**config.mk**
```make
export PLATFORM = sky130hd
export DESIGN_NAME = tbs_bank_select
export DESIGN_NICKNAME = d
export VERILOG_FILES = /design/src/rtl/tbs_pkg.sv /design/src/rtl/tbs_sync_edge.sv /design/src/rtl/tbs_regs.sv /design/src/rtl/tbs_window.sv /design/src/rtl/tbs_bank_select.sv
export SDC_FILE = /design/constraint.sdc
export NUM_CORES = 1
export LEC_CHECK = 0
export BUFFER_PORTS_ARGS = -buffer_cell sky130_fd_sc_hd__buf_4
export CORE_UTILIZATION = 50
export CTS_CLUSTER_SIZE = 30
export DETAILED_ROUTE_END_ITERATION = 8
export GPL_TIMING_DRIVEN = 0
export PLACE_DENSITY = 0.68
export SETUP_SLACK_MARGIN = 0.4
export SYNTH_ARGS = -nofsm -noshare
export SYNTH_HDL_FRONTEND = slang
export SYNTH_SLANG_ARGS = --single-unit
```
**constraint.sdc**
```tcl
create_clock -name clk -period 10.9 [get_ports clk]
set_clock_uncertainty 0.15 [all_clocks]
set_input_delay 0 -clock clk [delete_from_list [all_inputs] [get_ports clk]]
set_output_delay 0 -clock clk [all_outputs]
set_load 0.02 [all_outputs]
```
**src/rtl/tbs_pkg.sv**
```systemverilog
package tbs_pkg;
   typedef enum logic [1:0] {
      MODE_FIX0 = 2'd0,
      MODE_FIX1 = 2'd1,
      MODE_TRIG = 2'd2,
      MODE_PPS  = 2'd3
   } tbs_mode_e;

   localparam int ADDR_BANK0    = 0;
   localparam int ADDR_BANK1    = 1;
   localparam int ADDR_MODE     = 2;
   localparam int ADDR_DELAY    = 3;
   localparam int ADDR_INTERVAL = 4;
   localparam int NUM_REGS      = 5;
   localparam int NUM_SRC       = 2;
   localparam int SRC_TRIG      = 0;
   localparam int SRC_PPS       = 1;
endpackage

```
**src/rtl/tbs_sync_edge.sv**
```systemverilog
module tbs_sync_edge #(
   parameter int STAGES = 2
) (
   input  logic clk,
   input  logic rst_n,
   input  logic async_in,
   output logic rise_o
);
   if (STAGES < 2) begin : g_bad_stages
      $error("tbs_sync_edge: STAGES must be at least 2");
   end

   logic [STAGES-1:0] sync_q;
   logic              prev_q;

   for (genvar i = 0; i < STAGES; i++) begin : g_stage
      if (i == 0) begin : g_first
         always_ff @(posedge clk or negedge rst_n) begin
            if (!rst_n) sync_q[0] <= 1'b0;
            else        sync_q[0] <= async_in;
         end
      end else begin : g_next
         always_ff @(posedge clk or negedge rst_n) begin
            if (!rst_n) sync_q[i] <= 1'b0;
            else        sync_q[i] <= sync_q[i-1];
         end
      end
   end

   always_ff @(posedge clk or negedge rst_n) begin
      if (!rst_n) prev_q <= 1'b0;
      else        prev_q <= sync_q[STAGES-1];
   end

   assign rise_o = sync_q[STAGES-1] & ~prev_q;

   assert_edge_single_R4: assert property (@(posedge clk) disable iff (!rst_n)
      rise_o |=> !rise_o);
endmodule

```
**src/rtl/tbs_regs.sv**
```systemverilog
module tbs_regs
   import tbs_pkg::*;
#(
   parameter int CW = 16,
   parameter int TW = 24,
   parameter int AW = 3,
   parameter int DW = 24
) (
   input  logic          clk,
   input  logic          rst_n,
   input  logic          wr_en,
   input  logic [AW-1:0] wr_addr,
   input  logic [DW-1:0] wr_data,
   output logic [CW-1:0] bank0_o,
   output logic [CW-1:0] bank1_o,
   output tbs_mode_e     mode_o,
   output logic [TW-1:0] delay_o,
   output logic [TW-1:0] interval_o,
   output logic          mode_wr_o
);
   if ((1 << AW) < NUM_REGS) begin : g_bad_aw
      $error("tbs_regs: AW too small for the register set");
   end
   if (DW < CW || DW < TW) begin : g_bad_dw
      $error("tbs_regs: DW narrower than a register");
   end

   logic [NUM_REGS-1:0] hit;
   for (genvar r = 0; r < NUM_REGS; r++) begin : g_dec
      assign hit[r] = wr_en && (wr_addr == AW'(r));
   end

   assign mode_wr_o = hit[ADDR_MODE];

   always_ff @(posedge clk or negedge rst_n) begin
      if (!rst_n) begin
         bank0_o    <= '0;
         bank1_o    <= '0;
         mode_o     <= MODE_FIX0;
         delay_o    <= '0;
         interval_o <= '0;
      end else begin
         if (hit[ADDR_BANK0])    bank0_o    <= wr_data[CW-1:0];
         if (hit[ADDR_BANK1])    bank1_o    <= wr_data[CW-1:0];
         if (hit[ADDR_MODE])     mode_o     <= tbs_mode_e'(wr_data[1:0]);
         if (hit[ADDR_DELAY])    delay_o    <= wr_data[TW-1:0];
         if (hit[ADDR_INTERVAL]) interval_o <= wr_data[TW-1:0];
      end
   end

   assert_onehot_hit_R3: assert property (@(posedge clk) disable iff (!rst_n)
      $onehot0(hit));
endmodule

```
**src/rtl/tbs_window.sv**
```systemverilog
module tbs_window #(
   parameter int TW = 24
) (
   input  logic          clk,
   input  logic          rst_n,
   input  logic          restart,
   input  logic          cancel,
   input  logic [TW-1:0] delay,
   input  logic [TW-1:0] interval,
   output logic          win_o,
   output logic          running_o
);
   localparam int SW = TW + 1;

   logic [SW-1:0] cnt_q;
   logic [SW-1:0] span;
   logic          run_q;

   assign span = {1'b0, delay} + {1'b0, interval};

   always_ff @(posedge clk or negedge rst_n) begin
      if (!rst_n) begin
         cnt_q <= '0;
         run_q <= 1'b0;
      end else if (cancel) begin
         run_q <= 1'b0;
      end else if (restart) begin
         cnt_q <= '0;
         run_q <= 1'b1;
      end else if (run_q) begin
         if (cnt_q >= span) run_q <= 1'b0;
         else               cnt_q <= cnt_q + 1'b1;
      end
   end

   assign win_o     = run_q && (cnt_q >= {1'b0, delay}) && (cnt_q < span);
   assign running_o = run_q;

   assert_cancel_R8: assert property (@(posedge clk) disable iff (!rst_n)
      cancel |=> !running_o);
   assert_restart_starts_R7: assert property (@(posedge clk) disable iff (!rst_n)
      (restart && !cancel) |=> running_o);
endmodule

```
**src/rtl/tbs_bank_select.sv**
```systemverilog
module tbs_bank_select
   import tbs_pkg::*;
#(
   parameter int CW          = 16,
   parameter int TW          = 24,
   parameter int AW          = 3,
   parameter int SYNC_STAGES = 2,
   localparam int DW         = (CW > TW) ? CW : TW
) (
   input  logic          clk,
   input  logic          rst_n,
   input  logic          wr_en,
   input  logic [AW-1:0] wr_addr,
   input  logic [DW-1:0] wr_data,
   input  logic          trig_in,
   input  logic          pps_in,
   output logic [CW-1:0] ctrl_out,
   output logic          bank_sel
);
   if (CW < 1 || TW < 1) begin : g_bad_width
      $error("tbs_bank_select: widths must be positive");
   end

   logic [CW-1:0] bank0_q, bank1_q;
   tbs_mode_e     mode_q;
   logic [TW-1:0] delay_q, interval_q;
   logic          mode_wr;

   tbs_regs #(.CW(CW), .TW(TW), .AW(AW), .DW(DW)) u_regs (
      .clk       (clk),
      .rst_n     (rst_n),
      .wr_en     (wr_en),
      .wr_addr   (wr_addr),
      .wr_data   (wr_data),
      .bank0_o   (bank0_q),
      .bank1_o   (bank1_q),
      .mode_o    (mode_q),
      .delay_o   (delay_q),
      .interval_o(interval_q),
      .mode_wr_o (mode_wr)
   );

   logic [NUM_SRC-1:0] src_async, src_rise;
   assign src_async[SRC_TRIG] = trig_in;
   assign src_async[SRC_PPS]  = pps_in;

   for (genvar s = 0; s < NUM_SRC; s++) begin : g_src
      tbs_sync_edge #(.STAGES(SYNC_STAGES)) u_sync (
         .clk     (clk),
         .rst_n   (rst_n),
         .async_in(src_async[s]),
         .rise_o  (src_rise[s])
      );
   end

   logic restart;
   always_comb begin
      unique case (mode_q)
         MODE_TRIG: restart = src_rise[SRC_TRIG];
         MODE_PPS:  restart = src_rise[SRC_PPS];
         default:   restart = 1'b0;
      endcase
   end

   logic win, running;
   tbs_window #(.TW(TW)) u_win (
      .clk      (clk),
      .rst_n    (rst_n),
      .restart  (restart),
      .cancel   (mode_wr),
      .delay    (delay_q),
      .interval (interval_q),
      .win_o    (win),
      .running_o(running)
   );

   logic sel_next;
   always_comb begin
      unique case (mode_q)
         MODE_FIX0: sel_next = 1'b0;
         MODE_FIX1: sel_next = 1'b1;
         default:   sel_next = win;
      endcase
   end

   always_ff @(posedge clk or negedge rst_n) begin
      if (!rst_n) begin
         bank_sel <= 1'b0;
         ctrl_out <= '0;
      end else begin
         bank_sel <= sel_next;
         ctrl_out <= sel_next ? bank1_q : bank0_q;
      end
   end

   assert_fix0_R2: assert property (@(posedge clk) disable iff (!rst_n)
      (mode_q == MODE_FIX0) |=> !bank_sel);
   assert_fix1_R2: assert property (@(posedge clk) disable iff (!rst_n)
      (mode_q == MODE_FIX1) |=> bank_sel);
   assert_zero_interval_R6: assert property (@(posedge clk) disable iff (!rst_n)
      (mode_q[1] && interval_q == '0) |=> !bank_sel);
   assert_retrig_R7: assert property (@(posedge clk) disable iff (!rst_n)
      (restart && !mode_wr && !wr_en && delay_q != '0) |=> !win);
   assert_idle_R4: assert property (@(posedge clk) disable iff (!rst_n)
      (mode_q[1] && !running && !restart) |=> !bank_sel);
   assert_consistent_R10: assert property (@(posedge clk) disable iff (!rst_n)
      $rose(bank_sel) |-> (ctrl_out == $past(bank1_q)));
endmodule

```
==> metrics.txt <==
Initial Util roughly 52%; Final period util 49.4%; reg2reg setup slack ~5.5 ns; Inst Count DP 920; # port buffers between 40 and 50; Resize count post-CTS 0; asr flop ratio synth 100%; DRC 3; root buffer cell clkbuf_16; drt first pass iters 7; failing checks DRC; TritonCTS clock tree built; synth unique cells 66; DIE AREA 15800 sq um; TritonCTS buffer count 17; nature of the critical path startpoint flop; GR Util met1 between 20% and 30%; final setup fails 0; Syn Area/Cell between 10 and 15 sq um; n_diodes 0; final hold viol count 0; Avg Vias per Cell 5.70; met3 usage 5.13%; Skew-Pair Late Insertion Delay ~0.42 ns; Final min period 5.38 ns; Yosys top cell area share a little over two fifths; RR Startpoint u_regs.delay_o[0]; Sw Ratio a little over a third; Hold Startpoint wr_addr[0]; Max rail drop VDD approximately 0.15 mV; WL final approximately 17000 um; CTS sink cnt around 130; Syn. warnings 0; Global Route Usage Sum a little under a quarter; first-pass GRT wire length 28200 um; Finished Cell Area a little over 9000 sq um; Clock Power Share between 20 and 30%; RePlAce Congestion between 0.8 and 0.9; Tot Pwr just over 0.002 W; maximum clock rate 186 MHz; number of H-tree levels 4; fraction of layout cells with a size suffix above 1 approximately 24%; outcome complete, but fails checks; Relative slew margins about 15%; combinational group share of total power between 30% and 40%; synthesized area approximately 7600 sq um; final setup TNS 0 ns; reg2reg path depth 18; DR iter-0 viols around 250; largest net degree at the start of global routing 71; Seq/Total Area, Yosys a little over two fifths; most frequent cells in the layout dfrtp_1 (131), mux2_2 (87), ha_1 (74); vias 5627; Worst-path clk slew 0.06 ns; Sw Pwr 0.000725 W; chip height 126 um; Max-Cap Viols 0; Worst Hold Path Cells 3; Leak Pwr ~4.4 nW; CP max FO 10; non-filler cells, final 987; main flop type after synthesis dfrtp_1; antenna-violating nets left 0; dpl cell area ~8200 sq um; Final Max Tran Viols 0; num ports 49; Yosys top cell by area dfrtp_1; GRT overflow 0; core area approximately 15000 sq um; Power Density between 200 and 250 nW/um^2; Worst Hold Path EP u_regs.bank0_o[1]; worst slew pin tran 1.26 ns; critical path required time roughly 11 ns; CTS Buffer Depth 2; GRT met2 Usage 38.1%; GR peak layer met2; top cells by area, synth dfrtp_1 (43%), mux2_2 (13%), ha_1 (12%); Worst Hold Class in2reg; RR Endpoint ctrl_out[10]; Post-DP HPWL 12200 um; RSZ-0062 raised after global routing no; syn nets between 700 and 800; vias in the first global route between 5000 and 6000; Crit Path Class reg2reg; #FFs+latches synth roughly 130; Worst Path Arrival between 5 and 6 ns; Die W between 100 and 150 um; CP endpoint kind flop; sequential power share 32.8%; commonest non-fill, non-tap cell in the layout dfrtp_1; Synth Instances ~690; area growth from synthesis to layout 20.6%; num rows between 40 and 50; Post-synth EDFFs 0; initial antenna violation count 0; Avg WL per Cell between 15 and 20 um; Int Pwr 0.00133 W; Net count, final roughly 900
[worst max-delay path, cell delays in order (launching register included)]
cell	delay, ns
dfrtp_1	0.40
ha_1	0.26
fa_1	0.42
a21oi_1	0.25
o22ai_1	0.19
o221a_2	0.33
o21ai_2	0.22
o21ai_2	0.13
nor4b_1	0.37
nor3_1	0.11
ha_1	0.32
nand4_2	0.19
nor4_4	0.42
nand2_1	0.15
o2111ai_2	0.27
nor2_1	0.12
a21oi_4	0.36
buf_6	0.22
mux2_1	0.35
[repair_timing]
item | in CTS | in global routing
setup endpoints to repair | 0 | 0
hold endpoints to repair | 217 | 0
hold buffers | 35 | 0
setup buffers | 0 | 0
[worst max-delay path by stage]
| stage | from | to | slack [ns] | cells after the start |
|---|---|---|---|---|
| 6_report | u_regs.delay_o[0] | ctrl_out[10] | 5.52 | 18 |
| 5_1_grt | u_regs.delay_o[0] | ctrl_out[10] | 5.31 | 18 |
| 4_1_cts | u_regs.delay_o[0] | ctrl_out[10] | 5.55 | 18 |
| 3_5_place_dp | u_regs.delay_o[0] | ctrl_out[10] | 5.57 | 18 |
| 3_3_place_gp | u_regs.delay_o[0] | ctrl_out[13] | 5.71 | 18 |
| 2_1_floorplan | u_regs.delay_o[0] | ctrl_out[10] | 6.47 | 18 |
[final cells by class]
| type | instances | area [sq um] |
|---|---|---|
| repair buffers | 82 | 727 |
| flip-flops and latches | 131 | 3280 |
| fillers | 1195 | 5490 |
| clock buffers | 19 | 443 |
| multi-input cells | 501 | 4130 |
| plain buffers | 15 | 73.8 |
| well taps | 184 | 230 |
| inverters | 42 | 158 |
| clock inverters | 13 | 173 |
[flip-flops by register name, indices dropped and copies added (netlist names)]
name,cells
bank_sel,1
ctrl_out,16
g_src.u_sync.prev_q,2
g_src.u_sync.sync_q,4
u_regs.bank0_o,16
u_regs.bank1_o,16
u_regs.delay_o,24
u_regs.interval_o,24
u_regs.mode_o,2
u_win.cnt_q,25
u_win.running_o,1
[layer usage]
layer	part of all wire, %	vias to the layer above
met2	49	101
li1	-	2718
met5	0	-
met1	46	2788
met4	1.5	0
met3	3.4	20
[cells in the mapped netlist (3+ instances only)]
cell type    n
nor3_1      11
nand4_1     11
mux2i_1      5
nand4_2      3
nor2b_1      5
and2_1       4
o211ai_1     3
o21ai_0     23
a21oi_1     32
clkbuf_1    11
xor2_1       8
dfrtp_1    131
a21o_1      21
inv_1       42
ha_1        74
xnor2_1     17
nand2_1     45
nor4_1       7
a31oi_1      7
and3_1       7
mux2_2      87
a22o_1       7
a31o_2       4
nor2_1      30
mux2_1       9
and4_1       3
nand2b_1    10
nand3_1     11
or2_2        7
a211oi_1     5
[stage by stage]
stage	hold WS, ns	worst slack [ns]	utilization [%]
after detailed placement	-0.135	5.57	56.1
final	0.0359	5.52	62.6
after CTS	0.0258	5.55	62.6
after floorplan	-0.446	6.47	-
after global placement	-0.0392	5.71	55.9
after global routing	0.0571	5.31	62.6
[kinds of logic after synthesis]
kind of cell / share of synthesized area [%]
simple gates: 12.4
flops: 42.9
compound gates: 11.5
mux: 14.8
fa+ha+maj: 12.4
buf+inv: 3.03
xor+xnor: 2.87
[power by group through the flow]
stage | sequential (W) | combinational (W) | clock [W]
after global routing | 0.000686 | 0.000873 | 0.000629
after floorplan | 0.000679 | 0.000555 | 0
after detailed placement | 0.000681 | 0.000765 | 0
final | 0.000673 | 0.000784 | 0.000596
after CTS | 0.000673 | 0.000785 | 0.000604
after global placement | 0.000672 | 0.000734 | 0
Power figures use the tool's default switching activity.
